--- src/rtl/sfc_pkg.sv ---
package sfc_pkg;
  typedef enum logic [1:0] {
    PEND_NONE = 2'd0,
    PEND_ON   = 2'd1,
    PEND_OFF  = 2'd2
  } pend_e;
endpackage

--- src/rtl/sfc_rx_match.sv ---
module sfc_rx_match
  import sfc_pkg::*;
#(
  parameter int W = 8
) (
  input  logic         clk_i,
  input  logic         rst_ni,
  input  logic [3:0]   mode_i,
  input  logic         spec_en_i,
  input  logic [W-1:0] on1_i,
  input  logic [W-1:0] on2_i,
  input  logic [W-1:0] off1_i,
  input  logic [W-1:0] off2_i,
  input  logic         rx_valid_i,
  input  logic [W-1:0] rx_data_i,
  output logic         on_hit_o,
  output logic         off_hit_o,
  output logic         fwd_valid_o,
  output logic [W-1:0] fwd_data_o,
  output logic         spec_hit_o
);
  logic [1:0] rx_mode;
  logic       pair;
  logic       on_single, off_single;
  pend_e      pend_q, pend_d;
  logic [W-1:0] hold_q, hold_d, q_data_q, q_data_d;
  logic       q_valid_q, q_valid_d;
  logic       fwd_v_d, spec_d;
  logic [W-1:0] fwd_d;

  assign rx_mode = mode_i[1:0];
  assign pair    = (mode_i == 4'b1111);

  always_comb begin
    unique case (rx_mode)
      2'b10:   begin on_single = (rx_data_i == on1_i); off_single = (rx_data_i == off1_i); end
      2'b01:   begin on_single = (rx_data_i == on2_i); off_single = (rx_data_i == off2_i); end
      2'b11:   begin
        on_single  = (rx_data_i == on1_i)  || (rx_data_i == on2_i);
        off_single = (rx_data_i == off1_i) || (rx_data_i == off2_i);
      end
      default: begin on_single = 1'b0; off_single = 1'b0; end
    endcase
  end

  always_comb begin
    pend_d    = pair ? pend_q : PEND_NONE;
    hold_d    = hold_q;
    q_valid_d = 1'b0;
    q_data_d  = q_data_q;
    fwd_v_d   = q_valid_q;
    fwd_d     = q_data_q;
    spec_d    = 1'b0;
    on_hit_o  = 1'b0;
    off_hit_o = 1'b0;
    if (rx_valid_i) begin
      if (pair) begin
        unique case (pend_q)
          PEND_NONE: begin
            if (rx_data_i == off1_i) begin
              pend_d = PEND_OFF; hold_d = rx_data_i;
            end else if (rx_data_i == on1_i) begin
              pend_d = PEND_ON; hold_d = rx_data_i;
            end else begin
              fwd_v_d = 1'b1; fwd_d = rx_data_i;
            end
          end
          PEND_ON, PEND_OFF: begin
            pend_d = PEND_NONE;
            if ((pend_q == PEND_ON) && (rx_data_i == on2_i)) begin
              on_hit_o = 1'b1;
            end else if ((pend_q == PEND_OFF) && (rx_data_i == off2_i)) begin
              off_hit_o = 1'b1;
            end else begin
              // broken pair: release held byte now, current byte next cycle
              fwd_v_d   = 1'b1;
              fwd_d     = hold_q;
              q_valid_d = 1'b1;
              q_data_d  = rx_data_i;
            end
          end
          default: pend_d = PEND_NONE;
        endcase
      end else if (off_single) begin
        off_hit_o = 1'b1;
      end else if (on_single) begin
        on_hit_o = 1'b1;
      end else begin
        fwd_v_d = 1'b1;
        fwd_d   = rx_data_i;
        spec_d  = spec_en_i && (mode_i == 4'b0000) && (rx_data_i == off2_i);
      end
    end
  end

  always_ff @(posedge clk_i or negedge rst_ni) begin
    if (!rst_ni) begin
      pend_q      <= PEND_NONE;
      hold_q      <= '0;
      q_valid_q   <= 1'b0;
      q_data_q    <= '0;
      fwd_valid_o <= 1'b0;
      fwd_data_o  <= '0;
      spec_hit_o  <= 1'b0;
    end else begin
      pend_q      <= pend_d;
      hold_q      <= hold_d;
      q_valid_q   <= q_valid_d;
      q_data_q    <= q_data_d;
      fwd_valid_o <= fwd_v_d;
      fwd_data_o  <= fwd_d;
      spec_hit_o  <= spec_d;
    end
  end
endmodule

--- src/rtl/sfc_halt.sv ---
module sfc_halt (
  input  logic       clk_i,
  input  logic       rst_ni,
  input  logic [1:0] rx_mode_i,
  input  logic       on_hit_i,
  input  logic       off_hit_i,
  input  logic       tx_bound_i,
  output logic       tx_halt_o
);
  logic stop_q;

  always_ff @(posedge clk_i or negedge rst_ni) begin
    if (!rst_ni) begin
      stop_q    <= 1'b0;
      tx_halt_o <= 1'b0;
    end else begin
      if (rx_mode_i == 2'b00) stop_q <= 1'b0;
      else if (off_hit_i)     stop_q <= 1'b1;
      else if (on_hit_i)      stop_q <= 1'b0;
      if (tx_bound_i) tx_halt_o <= stop_q;
    end
  end
endmodule

--- src/rtl/sfc_tx_insert.sv ---
module sfc_tx_insert #(
  parameter int W = 8
) (
  input  logic         clk_i,
  input  logic         rst_ni,
  input  logic [1:0]   tx_mode_i,
  input  logic [W-1:0] on1_i,
  input  logic [W-1:0] on2_i,
  input  logic [W-1:0] off1_i,
  input  logic [W-1:0] off2_i,
  input  logic         fifo_high_i,
  input  logic         ins_ack_i,
  output logic         ins_req_o,
  output logic [W-1:0] ins_char_o
);
  logic busy_q, sent_q, kind_q, second_q;

  function automatic logic [W-1:0] pick(input logic pause, input logic use2,
                                        input logic [W-1:0] a1, input logic [W-1:0] a2,
                                        input logic [W-1:0] f1, input logic [W-1:0] f2);
    if (pause) pick = use2 ? f2 : f1;
    else       pick = use2 ? a2 : a1;
  endfunction

  assign ins_req_o = busy_q;

  always_ff @(posedge clk_i or negedge rst_ni) begin
    if (!rst_ni) begin
      busy_q     <= 1'b0;
      sent_q     <= 1'b0;
      kind_q     <= 1'b0;
      second_q   <= 1'b0;
      ins_char_o <= '0;
    end else if (!busy_q) begin
      if (tx_mode_i == 2'b00) begin
        sent_q <= 1'b0;
      end else if (fifo_high_i != sent_q) begin
        busy_q     <= 1'b1;
        kind_q     <= fifo_high_i;
        second_q   <= (tx_mode_i == 2'b11);
        ins_char_o <= pick(fifo_high_i, tx_mode_i == 2'b01, on1_i, on2_i, off1_i, off2_i);
      end
    end else if (ins_ack_i) begin
      if (second_q) begin
        second_q   <= 1'b0;
        ins_char_o <= pick(kind_q, 1'b1, on1_i, on2_i, off1_i, off2_i);
      end else begin
        busy_q <= 1'b0;
        sent_q <= kind_q;
      end
    end
  end
endmodule

--- src/rtl/xonxoff_flow_ctrl.sv ---
module xonxoff_flow_ctrl #(
  parameter int W = 8
) (
  input  logic         clk_i,
  input  logic         rst_ni,
  input  logic [3:0]   mode_i,
  input  logic         spec_en_i,
  input  logic [W-1:0] on1_i,
  input  logic [W-1:0] on2_i,
  input  logic [W-1:0] off1_i,
  input  logic [W-1:0] off2_i,
  input  logic         rx_valid_i,
  input  logic [W-1:0] rx_data_i,
  output logic         fwd_valid_o,
  output logic [W-1:0] fwd_data_o,
  output logic         spec_hit_o,
  input  logic         tx_bound_i,
  output logic         tx_halt_o,
  input  logic         fifo_high_i,
  output logic         ins_req_o,
  output logic [W-1:0] ins_char_o,
  input  logic         ins_ack_i
);
  logic on_hit, off_hit;

  sfc_rx_match #(.W(W)) u_rx (
    .clk_i, .rst_ni, .mode_i, .spec_en_i,
    .on1_i, .on2_i, .off1_i, .off2_i,
    .rx_valid_i, .rx_data_i,
    .on_hit_o(on_hit), .off_hit_o(off_hit),
    .fwd_valid_o, .fwd_data_o, .spec_hit_o
  );

  sfc_halt u_halt (
    .clk_i, .rst_ni, .rx_mode_i(mode_i[1:0]),
    .on_hit_i(on_hit), .off_hit_i(off_hit),
    .tx_bound_i, .tx_halt_o
  );

  sfc_tx_insert #(.W(W)) u_tx (
    .clk_i, .rst_ni, .tx_mode_i(mode_i[3:2]),
    .on1_i, .on2_i, .off1_i, .off2_i,
    .fifo_high_i, .ins_ack_i, .ins_req_o, .ins_char_o
  );
endmodule

--- config.mk ---
export PLATFORM = sky130hd
export DESIGN_NAME = xonxoff_flow_ctrl
export DESIGN_NICKNAME = d
export VERILOG_FILES = /design/src/rtl/sfc_pkg.sv /design/src/rtl/sfc_rx_match.sv /design/src/rtl/sfc_halt.sv /design/src/rtl/sfc_tx_insert.sv /design/src/rtl/xonxoff_flow_ctrl.sv
export SDC_FILE = /design/constraint.sdc
export NUM_CORES = 1
export LEC_CHECK = 0
export BUFFER_PORTS_ARGS = -buffer_cell sky130_fd_sc_hd__buf_2
export CAP_MARGIN = 25
export CELL_PAD_IN_SITES_DETAIL_PLACEMENT = 1
export CELL_PAD_IN_SITES_GLOBAL_PLACEMENT = 1
export CORE_AREA = 2 2 86 88
export CTS_CLUSTER_DIAMETER = 50
export DETAILED_ROUTE_END_ITERATION = 6
export DIE_AREA = 0 0 88 90
export HOLD_SLACK_MARGIN = 0.02
export PLACE_DENSITY_LB_ADDON = 0.1
export SYNTH_ARGS = -nofsm -noshare
export SYNTH_HDL_FRONTEND = slang
export SYNTH_SLANG_ARGS = --single-unit
--- constraint.sdc ---
create_clock -name clk_i -period 3.05 [get_ports clk_i]
set_clock_uncertainty 0.15 [all_clocks]
set_input_delay 0.61 -clock clk_i [delete_from_list [all_inputs] [get_ports clk_i]]
set_output_delay 0.61 -clock clk_i [all_outputs]
set_load 0.01 [all_outputs]
* Yosys cells after proc, flatten, opt, wreduce, memory -nomap -nowiden
Cells that the tools add are included.
** Cells by class
- Divide/modulo/power cells :: 0
- $add $sub $neg :: 0
- Muxes and demuxes :: 74
- Reductions and logical operators :: 21
- Bitwise operators :: 4
- Equal/unequal tests :: 17
- $lt $le $gt $ge :: 0
- Shift-type cells :: 0
- Multiply operators :: 0
** Operators with widths (count)
- 8-bit 2-to-1 mux :: 19
- 1-bit 2-to-1 mux :: 45
- 8-bit == test :: 4
- 8-bit case mux with 2 select lines :: 1
- 2-bit 2-to-1 mux :: 6
- 3-bit AND reduction :: 3
- 2-bit == test, second input constant :: 4
- 4-bit AND reduction :: 2
- 2-bit by 1-bit == test with 1-bit output, second input constant :: 3
- 2-bit logical NOT :: 3
- 2-bit != test, second input constant :: 3
- 1-bit case mux with 3 select lines :: 2
- 2-bit nonzero test :: 3
- 5-bit AND reduction :: 1
- 4-bit == test, second input constant :: 1
- 1-bit logical AND :: 4
- 4-bit logical NOT :: 1
- 1-bit NOT :: 4
- 3-bit nonzero test :: 1
- 1-bit logical OR :: 2
- 2-bit by 1-bit != test with 1-bit output, second input constant :: 1
- 1-bit case mux with 2 select lines :: 1
- 2-bit OR reduction :: 1
- 1-bit != test :: 1
** Storage, ports and cells
- Memory bits (read-only) :: 0
- Memory bits (writable) :: 0
- Memories kept :: 0
- Bits of input ports :: 51
- Word-level logic and storage cells :: 130
- Latch bits :: 0
- Register bits after elaboration :: 43
- Output and inout bits :: 20

* Logic depth before layout (Yosys ltp)
Gate-level depths: netlist of the first run.
- Depth in word-level cells :: 10
- Depth in mapped cells :: 10
- Mapped depth without buffers :: 7

* Hierarchy
From an unflattened synthesis of the first run, not the netlist that was laid out.
** Second synthesis, totals
- Cells, all modules :: 350
- Area total of the unflattened synthesis :: 3392.0 um^2
** Modules (own cells, without submodules)
- sfc_rx_match :: area an instance 2263.4 um^2, instances 1, seq. area each 725.7 um^2, cells each 239
- sfc_tx_insert :: area an instance 1041.0 um^2, instances 1, seq. area each 300.3 um^2, cells each 106
- sfc_halt :: area an instance 87.6 um^2, instances 1, seq. area each 50.0 um^2, cells each 5

* Least setup slack after synthesis of the first run
OpenSTA, ideal clock, no wires.
- Path kind :: input to register
- Start :: input port rx_data_i[3]
- End :: register u_rx.hold_q[0]
- Buffers on the path :: 2
- Library setup time :: 0.125 ns
- Data required time :: 2.775 ns
- Path slack :: 0.720 ns
- Stages on the path :: 8
- Arrival time :: 2.055 ns
- Path through :: buf_4 > xnor2_1 > nand4_1 > nor2_1 > nor2_1 > buf_6 > nor3_4 > mux2_2
** On the way
- Cells in the longest elaborated chain, start to end :: 3
- Elaborated cells between the ends (all ways) :: 5
- Those cells by class :: eq/ne: 2; mux: 1; reduce/logical: 2
** RTL lines
- from (decl) :: line xonxoff_flow_ctrl.sv:13 : input logic [W-1:0] rx_data_i,
- 8-bit == test (on tied branches) :: line sfc_rx_match.sv:62, sfc_rx_match.sv:60
- 2-bit nonzero test (no source line)
- 4-bit AND reduction (no source line)
- to (signal assigned) :: line sfc_rx_match.sv:107 : hold_q <= hold_d;
- to (decl) :: line sfc_rx_match.sv:26 : logic [W-1:0] hold_q, hold_d, q_data_q, q_data_d;
Parallel ways exist; a longest one is shown, timed or not.
A chain may end at the register's enable or synchronous reset.

* Worst setup path in the final report of the first run
- Start :: input port rx_data_i[6]
- End :: register u_rx.fwd_data_o[1]
** On the way
- Cells in the longest elaborated chain, start to end :: 7
- Elaborated cells between the ends (all ways) :: 19
- Those cells by class :: eq/ne: 4; mux: 11; reduce/logical: 4
** RTL lines
- 8-bit == test (on tied branches)
- 1-bit logical OR / 1-bit logical AND (equally long branches) :: line sfc_rx_match.sv:39, sfc_rx_match.sv:72
- 1-bit case mux with 3 select lines / 8-bit 2-to-1 mux (equally long branches) :: line sfc_rx_match.sv:35, sfc_rx_match.sv:72
- 8-bit 2-to-1 mux (on tied branches) :: line sfc_rx_match.sv:86, sfc_rx_match.sv:70
- 8-bit 2-to-1 mux / 8-bit case mux with 2 select lines (equally long branches) :: line sfc_rx_match.sv:84, sfc_rx_match.sv:58
- 8-bit 2-to-1 mux * :: line sfc_rx_match.sv:57 : if (pair) begin
- 8-bit 2-to-1 mux * :: line sfc_rx_match.sv:56 : if (rx_valid_i) begin
- net u_rx.fwd_d[1] :: line sfc_rx_match.sv:29 : logic [W-1:0] fwd_d;
- to (signal assigned) :: line sfc_rx_match.sv:111 : fwd_data_o <= fwd_d;
- to (decl) :: line sfc_rx_match.sv:19 : output logic [W-1:0] fwd_data_o,
The timed path passes the listed nets; every way through them passes the cells marked *.

==> out/qor.yml, run 1 <==
critical_path_peak_fanout: 8
viasPerCell: 5.50
ys_seq_elements: 43
cp-end-kind: "register"
drtIter0Drc: 106
syn-num-nets: 353
routedWlPerCell_um: 17.9
rr_worst_depth: 4
max_slew_margin: 0.377
ctsHoldBuffers: 0
worstMarginPinSlew_ns: 0.929
avgSynthCellArea_um2: 10.3
p_leak_uw: 0.00162
hp-class: "input pin to asynchronous set/reset pin"
io_buffers: 70
synth_edf_count: 0
core.rowCount: 31
fin_util: 0.497
path_clk_slew_ns: 0.09
drc: 0
status: "finished clean"
cpPeakStageDelay_ns: 0.50
final_cell_mix: "70 x buf_2, 43 x dfrtp_1, 36 x nand2_1"
grt-ovfl-total: 0
fillers: 832
core_region_area_mm2: 0.00702
cts_buffer_depth: 2
finalWorstSetupSlack_ns: 0.558
place_ws_ns: 0.260
period_needed_ns: 2.49
p_int_uw: 1060
clock-root-buffer: "clkbuf_8"
clkPwrFrac: 0.223
grt_max_degree: 27
grt_usage: 0.222
cts_setup_buffers: 0
drive_gt1_frac: 0.371
cp-endpoint: "u_rx.fwd_data_o[1]"
grt_pass1_wl_um: 13700
hold_violations: 0
dp.cells: 452
grt_antenna_before_repair: 0
power_per_cell_area_mw_per_mm2: 478
reg2reg_slack_ns: 0.83
rsz0062_at_grt: "false"
stdcell_area_mm2: 0.00349
vias: 2528
ys_seq_area_frac: 0.351
antennaDiodeCount: 0
slew_violations: 0
cp_top_family: "simple AND/OR/NAND/NOR gates"
final_cell_count_no_fill: 460
maxCapViolations: 0
syn_inst: 298
ys_warn_count: 0
power_frac_comb: 0.318
cp_num_buf_inv: 2
finalSetupViolCount: 0
grt_pass1_vias: 2657
pwr-share-seq: 0.459
crit_top_cell: "nor2_1"
timing.rr.end: "u_tx.ins_char_o[5]"
r2r-start: "u_tx.ins_req_o"
nets: 415
cp.arrival_ns: 2.51
slowest_stage: "nor2_1"
vdd_drop_max_uv: 235
htreeDepth: 2
crit_chain: "buf_2 -> xnor2_1 -> nand4_1 -> nor2_1 -> nor2_1 -> buf_4 -> mux2i_1 -> o221a_2 -> o221ai_2"
switching_power_uw: 605
finalCritPeriodShare: 0.817
cts_buffers: 5
syn_area_mm2: 0.00306
cp.depth: 9
io_pins: 71
cts_tree: "done"
gp_congestion: 0.812
start_util: 0.436
dieArea_mm2: 0.00792
final_common_cell: "buf_2"
wirelength_um: 8230
power.share.switching: 0.362
dr.pass1.iters: 4
cp.required_ns: 3.07
postCtsResizedCells: 0
synthArstFlopShare: 1.00
cp-start-kind: "input pin"
finalSetupTns_ns: 0
crit_start: "rx_data_i[6]"
worst-setup-path-type: "input pin to register"
area_growth_syn_to_layout_pct: 13.9
placed_area_mm2: 0.00340
clkSinkCount: 43
timing.fmax_mhz: 401
hpwl_um: 6240
clk_latency_ns: 0.30
ant_nets: 0
synth_flop_cell: "dfrtp_1"
synth_cell_types: 41
die_h_um: 90
die_w_um: 88
-- worst min-delay path by stage --
stage | from | endpoint | slack, ns
global placement | u_tx.ins_char_o[3] | u_tx.ins_char_o[3] | 0.31
CTS | rst_ni | u_rx.fwd_data_o[5] | 0.20
detailed placement | u_tx.ins_char_o[3] | u_tx.ins_char_o[3] | 0.32
floorplan | rst_ni | u_halt.stop_q | 0.16
finish | rst_ni | u_rx.fwd_data_o[7] | 0.18
global route | rst_ni | u_rx.fwd_data_o[7] | 0.22
-- kinds of logic (layout without fill, tap and decap cells) --
group	count (synthesis)	count (layout)	synth area share
adder cells (fa/ha/maj)	4	4	0.0163
XOR/XNOR	33	33	0.0944
AO/OA/AOI/OAI	52	52	0.140
buffers and inverters	36	99	0.0801
AND/OR/NAND/NOR	88	88	0.141
multiplexers	42	42	0.177
flip-flops	43	43	0.351
-- power groups by stage --
stage	logic, µW	clock network, µW	registers [µW]
floorplan	370	0	750
global placement	524	0	773
global route	601	409	786
CTS	540	383	766
detailed placement	537	0	777
finish	531	372	766
-- synth_stat cells, types with 2 or more instances --
| cell type | number | share of area |
|---|---|---|
| mux4_2 | 8 | 0.059 |
| o221a_2 | 8 | 0.029 |
| a22o_1 | 2 | 0.0057 |
| dfrtp_1 | 43 | 0.35 |
| mux2_2 | 17 | 0.063 |
| buf_4 | 4 | 0.0098 |
| nand3_2 | 2 | 0.0065 |
| nor3_1 | 4 | 0.0065 |
| buf_2 | 3 | 0.0049 |
| xnor2_1 | 33 | 0.094 |
| nand2_1 | 36 | 0.044 |
| o21ai_0 | 21 | 0.034 |
| clkbuf_1 | 6 | 0.0074 |
| buf_6 | 10 | 0.037 |
| mux2i_1 | 17 | 0.056 |
| nand4_1 | 9 | 0.018 |
| inv_1 | 12 | 0.015 |
| nand3_1 | 16 | 0.026 |
| ha_1 | 4 | 0.016 |
| a21o_1 | 2 | 0.0049 |
| o221ai_2 | 8 | 0.039 |
| nor2_1 | 12 | 0.015 |
| a21oi_1 | 3 | 0.0049 |
-- routing by layer --
layer	vias to the layer above	routed length [µm]	part of all wire	GRT usage
li1	1188	-	-	-
met1	1262	3840	0.47	0.308
met2	69	3970	0.48	0.364
met3	9	324	0.039	0.0312
met4	0	95	0.012	0.0564
met5	-	0	0	0
-- sequential cells by signal (all words and copies together) (netlist names) --
name,flops
u_rx.pend_q,2
u_rx.q_valid_q,1
u_rx.q_data_q,8
u_halt.stop_q,1
u_halt.tx_halt_o,1
u_tx.kind_q,1
u_rx.spec_hit_o,1
u_tx.sent_q,1
u_rx.hold_q,8
u_rx.fwd_data_o,8
u_tx.ins_req_o,1
u_tx.ins_char_o,8
u_rx.fwd_valid_o,1
u_tx.second_q,1
-- stage by stage --
step                total power [µW]  hold slack (ns)
floorplan                       1120            0.164
global placement                1300            0.309
detailed placement              1310            0.319
CTS                             1690            0.203
global route                    1800            0.222
finish                          1670            0.180
-- layout make-up --
class                           instances  area, µm²  share of cell area
Timing Repair Buffer                   79        418               0.120
Clock inverter                          2       12.5             0.00359
Inverter                               12       45.0              0.0129
Sequential cell                        43       1080               0.308
Tap cell                               99        124              0.0355
Clock buffer                            6       72.6              0.0208
Multi-Input combinational cell        219       1740               0.499
No activity file was read; power rests on OpenSTA's default activity.
==> run 2, diff against run 1 <==
Settings changed: CORE_AREA 2 2 86 88 to 2 2 89 91, DIE_AREA 0 0 88 90 to 0 0 91 93.
Clock period 3.05 ns to 2.5 ns, I/O delays scaled along.
==> out/qor.yml, run 2 (synthesis gave the netlist of run 1 again) <==
clk_latency_ns: 0.30
io_buffers: 70
hp-class: "input pin to asynchronous set/reset pin"
power_uw: 2170
vias: 2552
io_pins: 71
cp-end-kind: "register"
power_per_cell_area_mw_per_mm2: 595
power_frac_comb: 0.319
drc: 0
switching_power_uw: 728
ctsHoldBuffers: 0
max_slew_margin: 0.407
die_w_um: 91
p_leak_uw: 0.00172
reg2reg_slack_ns: 0.60
final_cell_count_no_fill: 477
finalCritPeriodShare: 0.839
vdd_drop_max_uv: 243
path_clk_slew_ns: 0.09
worstMarginPinSlew_ns: 0.884
rsz0062_at_grt: "false"
grt-ovfl-total: 0
clock-root-buffer: "clkbuf_8"
r2r-start: "u_rx.pend_q[1]"
clkSinkCount: 43
p_int_uw: 1450
finalSetupViolCount: 0
htreeDepth: 2
wirelength_um: 8300
finalSetupTns_ns: 0
cts_buffer_depth: 2
cp.required_ns: 2.53
hold_violations: 0
drtIter0Drc: 41
dp.cells: 469
area_growth_syn_to_layout_pct: 19.4
start_util: 0.407
final_common_cell: "buf_2"
ant_nets: 0
maxCapViolations: 0
cts_setup_buffers: 0
worst-setup-path-type: "input pin to register"
grt_antenna_before_repair: 0
grt_usage: 0.204
timing.rr.end: "u_rx.hold_q[2]"
dr.pass1.iters: 4
fillers: 911
cts_tree: "done"
cts_buffers: 5
final_cell_mix: "70 x buf_2, 43 x dfrtp_1, 36 x nand2_1"
drive_gt1_frac: 0.397
timing.fmax_mhz: 476
cp-start-kind: "input pin"
dieArea_mm2: 0.00846
period_needed_ns: 2.10
core_region_area_mm2: 0.00753
viasPerCell: 5.35
grt_pass1_wl_um: 13600
die_h_um: 93
antennaDiodeCount: 0
gp_congestion: 0.878
cp.arrival_ns: 2.12
critical_path_peak_fanout: 13
nets: 429
core.rowCount: 32
clkPwrFrac: 0.268
slew_violations: 0
hpwl_um: 6510
power.share.switching: 0.335
grt_pass1_vias: 2662
status: "finished clean"
rr_worst_depth: 6
grt_max_degree: 44
routedWlPerCell_um: 17.4
pwr-share-seq: 0.412
postCtsResizedCells: 0
## run 2: cell count changes in the layout (fill, tap and decap cells not counted), sizes merged
cell,delta
clkinvlp,-1
bufinv,+1
buf,+14
## run 2: per-layer routing
metal,GRT usage,vias to the layer above,routed length (µm)
met5,0,-,0
met4,0.0631,0,109
li1,-,1218,-
met2,0.370,52,4290
met3,0.0371,9,293
met1,0.248,1273,3600
## run 2: worst max path at each step
stage | to | startpoint
2_1_floorplan | u_rx.hold_q[0] | rx_data_i[3]
3_3_place_gp | u_rx.fwd_data_o[6] | rx_data_i[1]
3_5_place_dp | u_rx.fwd_data_o[7] | rx_data_i[1]
4_1_cts | u_rx.fwd_data_o[6] | rx_data_i[1]
5_1_grt | u_rx.fwd_data_o[7] | rx_data_i[1]
6_report | u_rx.fwd_data_o[0] | rx_data_i[5]
## run 2: metrics by stage
step	cell area [µm²]	setup WS (ns)	util	hold slack [ns]
2_1_floorplan	3060	0.280	-	0.0544
3_3_place_gp	3540	0.0927	0.470	0.306
3_5_place_dp	3540	0.0886	0.470	0.319
4_1_cts	3650	0.408	0.486	0.146
5_1_grt	3650	0.250	0.486	0.189
6_report	3650	0.401	0.486	0.128
## run 2: area by class of cell
class	instances	area, µm²	share of cell area
Clock buffer	6	82.6	0.0226
Tap cell	102	128	0.0349
Clock inverter	2	35.0	0.00959
Timing Repair Buffer	93	548	0.150
Multi-Input combinational cell	219	1740	0.476
Inverter	12	45.0	0.0123
Sequential cell	43	1080	0.294
## run 2: power groups by stage
stage	logic, µW	registers [µW]	clock network, µW
finish	694	896	583
global route	785	915	619
CTS	707	900	598
detailed placement	705	915	0
global placement	686	906	0
floorplan	451	915	0
## run 2: critical path: stages
cell,delay [ns]
buf_2,0.17
xnor2_1,0.15
nand4_2,0.12
nor2_1,0.09
a22o_1,0.26
or3_1,0.43
buf_12,0.20
nand3_1,0.10
o221ai_2,0.09
==> run 3, diff against run 2 <==
Settings changed: ABC_AREA set to 1, CORE_AREA 2 2 89 91 to 2 2 98 100, DIE_AREA 0 0 91 93 to 0 0 100 102.
Clock period 2.5 ns to 2 ns, I/O delays scaled along.
==> out/qor.yml, run 3 <==
dr.pass1.iters: 4
dieArea_mm2: 0.0102
finalCritPeriodShare: 0.919
syn_area_mm2: 0.00349
rr_worst_depth: 10
nets: 688
syn_inst: 538
period_needed_ns: 1.84
grt_max_degree: 44
rsz0062_at_grt: "false"
cp_num_buf_inv: 2
critical_path_peak_fanout: 9
grt_pass1_wl_um: 19100
synth_cell_types: 33
cp_top_family: "simple AND/OR/NAND/NOR gates"
cp.depth: 13
crit_chain: "buf_2 -> xnor2_1 -> nand2_1 -> nor2_1 -> nand3_1 -> nand2_1 -> inv_2 -> nand2_2 -> nand2_1 -> nand3_1 -> nand2_1 -> nor2_1 -> nor2_1"
maxCapViolations: 0
antennaDiodeCount: 0
cts_tree: "done"
die_w_um: 100
clk_latency_ns: 0.30
wirelength_um: 11500
slew_violations: 0
synth_edf_count: 0
clock-root-buffer: "clkbuf_8"
final_cell_mix: "143 x nand2_1, 74 x nor2_1, 70 x buf_2"
ctsHoldBuffers: 0
synthArstFlopShare: 1.00
synth_top_area_cell: "dfrtp_1"
cp-start-kind: "input pin"
clkSinkCount: 43
fin_util: 0.471
ys_seq_area_frac: 0.308
finalSetupTns_ns: 0
synth_flop_cell: "dfrtp_1"
drtIter0Drc: 84
drc: 0
synth.most_common_cell: "nand2_1"
synth_common_cells: "143 x nand2_1, 74 x nor2_1, 49 x inv_1"
die_h_um: 102
path_clk_slew_ns: 0.09
finalSetupViolCount: 0
htreeDepth: 2
hold_violations: 0
synthTopCellsByArea: "dfrtp_1 31%, nand2_1 15%, nor2_1 8.0%, o21ai_0 6.7%, nand3_1 6.0%"
ys_seq_elements: 43
clkPwrFrac: 0.217
final_common_cell: "nand2_1"
area_growth_syn_to_layout_pct: 22.8
grt-ovfl-total: 0
cts_buffers: 5
worst-setup-path-type: "input pin to register"
power_frac_comb: 0.361
cpPeakStageDelay_ns: 0.19
synth_top_area_frac: 0.308
gp_congestion: 0.851
hpwl_um: 8990
grt_pass1_vias: 3965
cp.required_ns: 2.06
cp.arrival_ns: 1.89
p_int_uw: 1650
start_util: 0.383
worstMarginPinSlew_ns: 0.615
drive_gt1_frac: 0.238
max_slew_margin: 0.590
cts_buffer_depth: 2
grt_usage: 0.237
p_leak_uw: 0.00220
syn-num-nets: 593
io_pins: 71
ant_nets: 0
avgSynthCellArea_um2: 6.49
power_uw: 2650
pwr-share-seq: 0.422
core.rowCount: 35
grt_antenna_before_repair: 0
vias: 3741
io_buffers: 70
routedWlPerCell_um: 15.4
power_per_cell_area_mw_per_mm2: 618
ys_warn_count: 0
power.share.switching: 0.379
switching_power_uw: 1010
crit_top_cell: "nand2_1"
hold-worst-slack_ns: 0.0284
core_region_area_mm2: 0.00911
cp-end-kind: "register"
slowest_stage: "nor2_1"
timing.fmax_mhz: 544
viasPerCell: 5.02
vdd_drop_max_uv: 416
hp-class: "input pin to asynchronous set/reset pin"
status: "finished clean"
run 3: logic make-up after synthesis:
group           after synthesis  synth area share
compound gates              103             0.154
xor+xnor                     21            0.0548
fa+ha+maj                     4            0.0143
buf+inv                      87             0.121
flops                        43             0.308
mux                           2           0.00573
simple gates                278             0.341
run 3: worst reg2reg max path, delay by kind of cell, from the launching register on:
kind | cells | cell delay [ns]
flip-flops | 1 | 0.45
buffers and inverters | 2 | 0.28
AND/OR/NAND/NOR | 6 | 0.50
adder cells (fa/ha/maj) | 1 | 0.20
AO/OA/AOI/OAI | 1 | 0.14
run 3: per-layer routing:
metal  up-vias  global-route usage  part of all wire
met1      1764               0.298              0.45
met3        14              0.0226             0.029
li1       1888                   -                 -
met4         0              0.0601             0.015
met5         -                   0                 0
met2        75               0.437              0.51
run 3: timing repair:
item	in CTS	in global routing
setup buffers	0	1
resized for setup	0	1
setup endpoints to repair	0	10
run 3: final timing paths:
path	start	end	slack, ns
max in group asynchronous	rst_ni	u_rx.q_data_q[7]	1.24
worst max register to register	u_rx.pend_q[1]	u_rx.fwd_data_o[5]	0.18
min in group clk_i	tx_bound_i	u_halt.tx_halt_o	0.13
worst min-delay path	rst_ni	u_rx.hold_q[4]	0.03
worst min register to register	u_tx.ins_char_o[7]	u_tx.ins_char_o[7]	0.34
worst max-delay path	rx_data_i[5]	u_rx.fwd_data_o[1]	0.16
run 3: per-stage QoR:
step	worst slack (ns)	instances	cell area, µm²
2_1_floorplan	0.185	538	3490
3_3_place_gp	-0.136	736	4180
3_5_place_dp	-0.244	736	4180
4_1_cts	0.0855	744	4260
5_1_grt	0.00575	745	4290
6_report	0.161	745	4290
run 3: power by group through the flow:
stage               sequential [µW]  clock (µW)  combinational, µW
floorplan                      1130           0                585
global placement               1130           0                935
detailed placement             1140           0                970
CTS                            1120         594                974
global route                   1150         622               1090
finish                         1120         575                958
run 3: cell type report:
cell class                 instances  area [µm²]
sequential                        43        1080
multi-input combinational        408        2000
timing repair buffer             117         766
inverter                          58         225
clock inverter                     2        12.5
clock buffer                       6        72.6
fill                            1269        4820
tap                              111         139
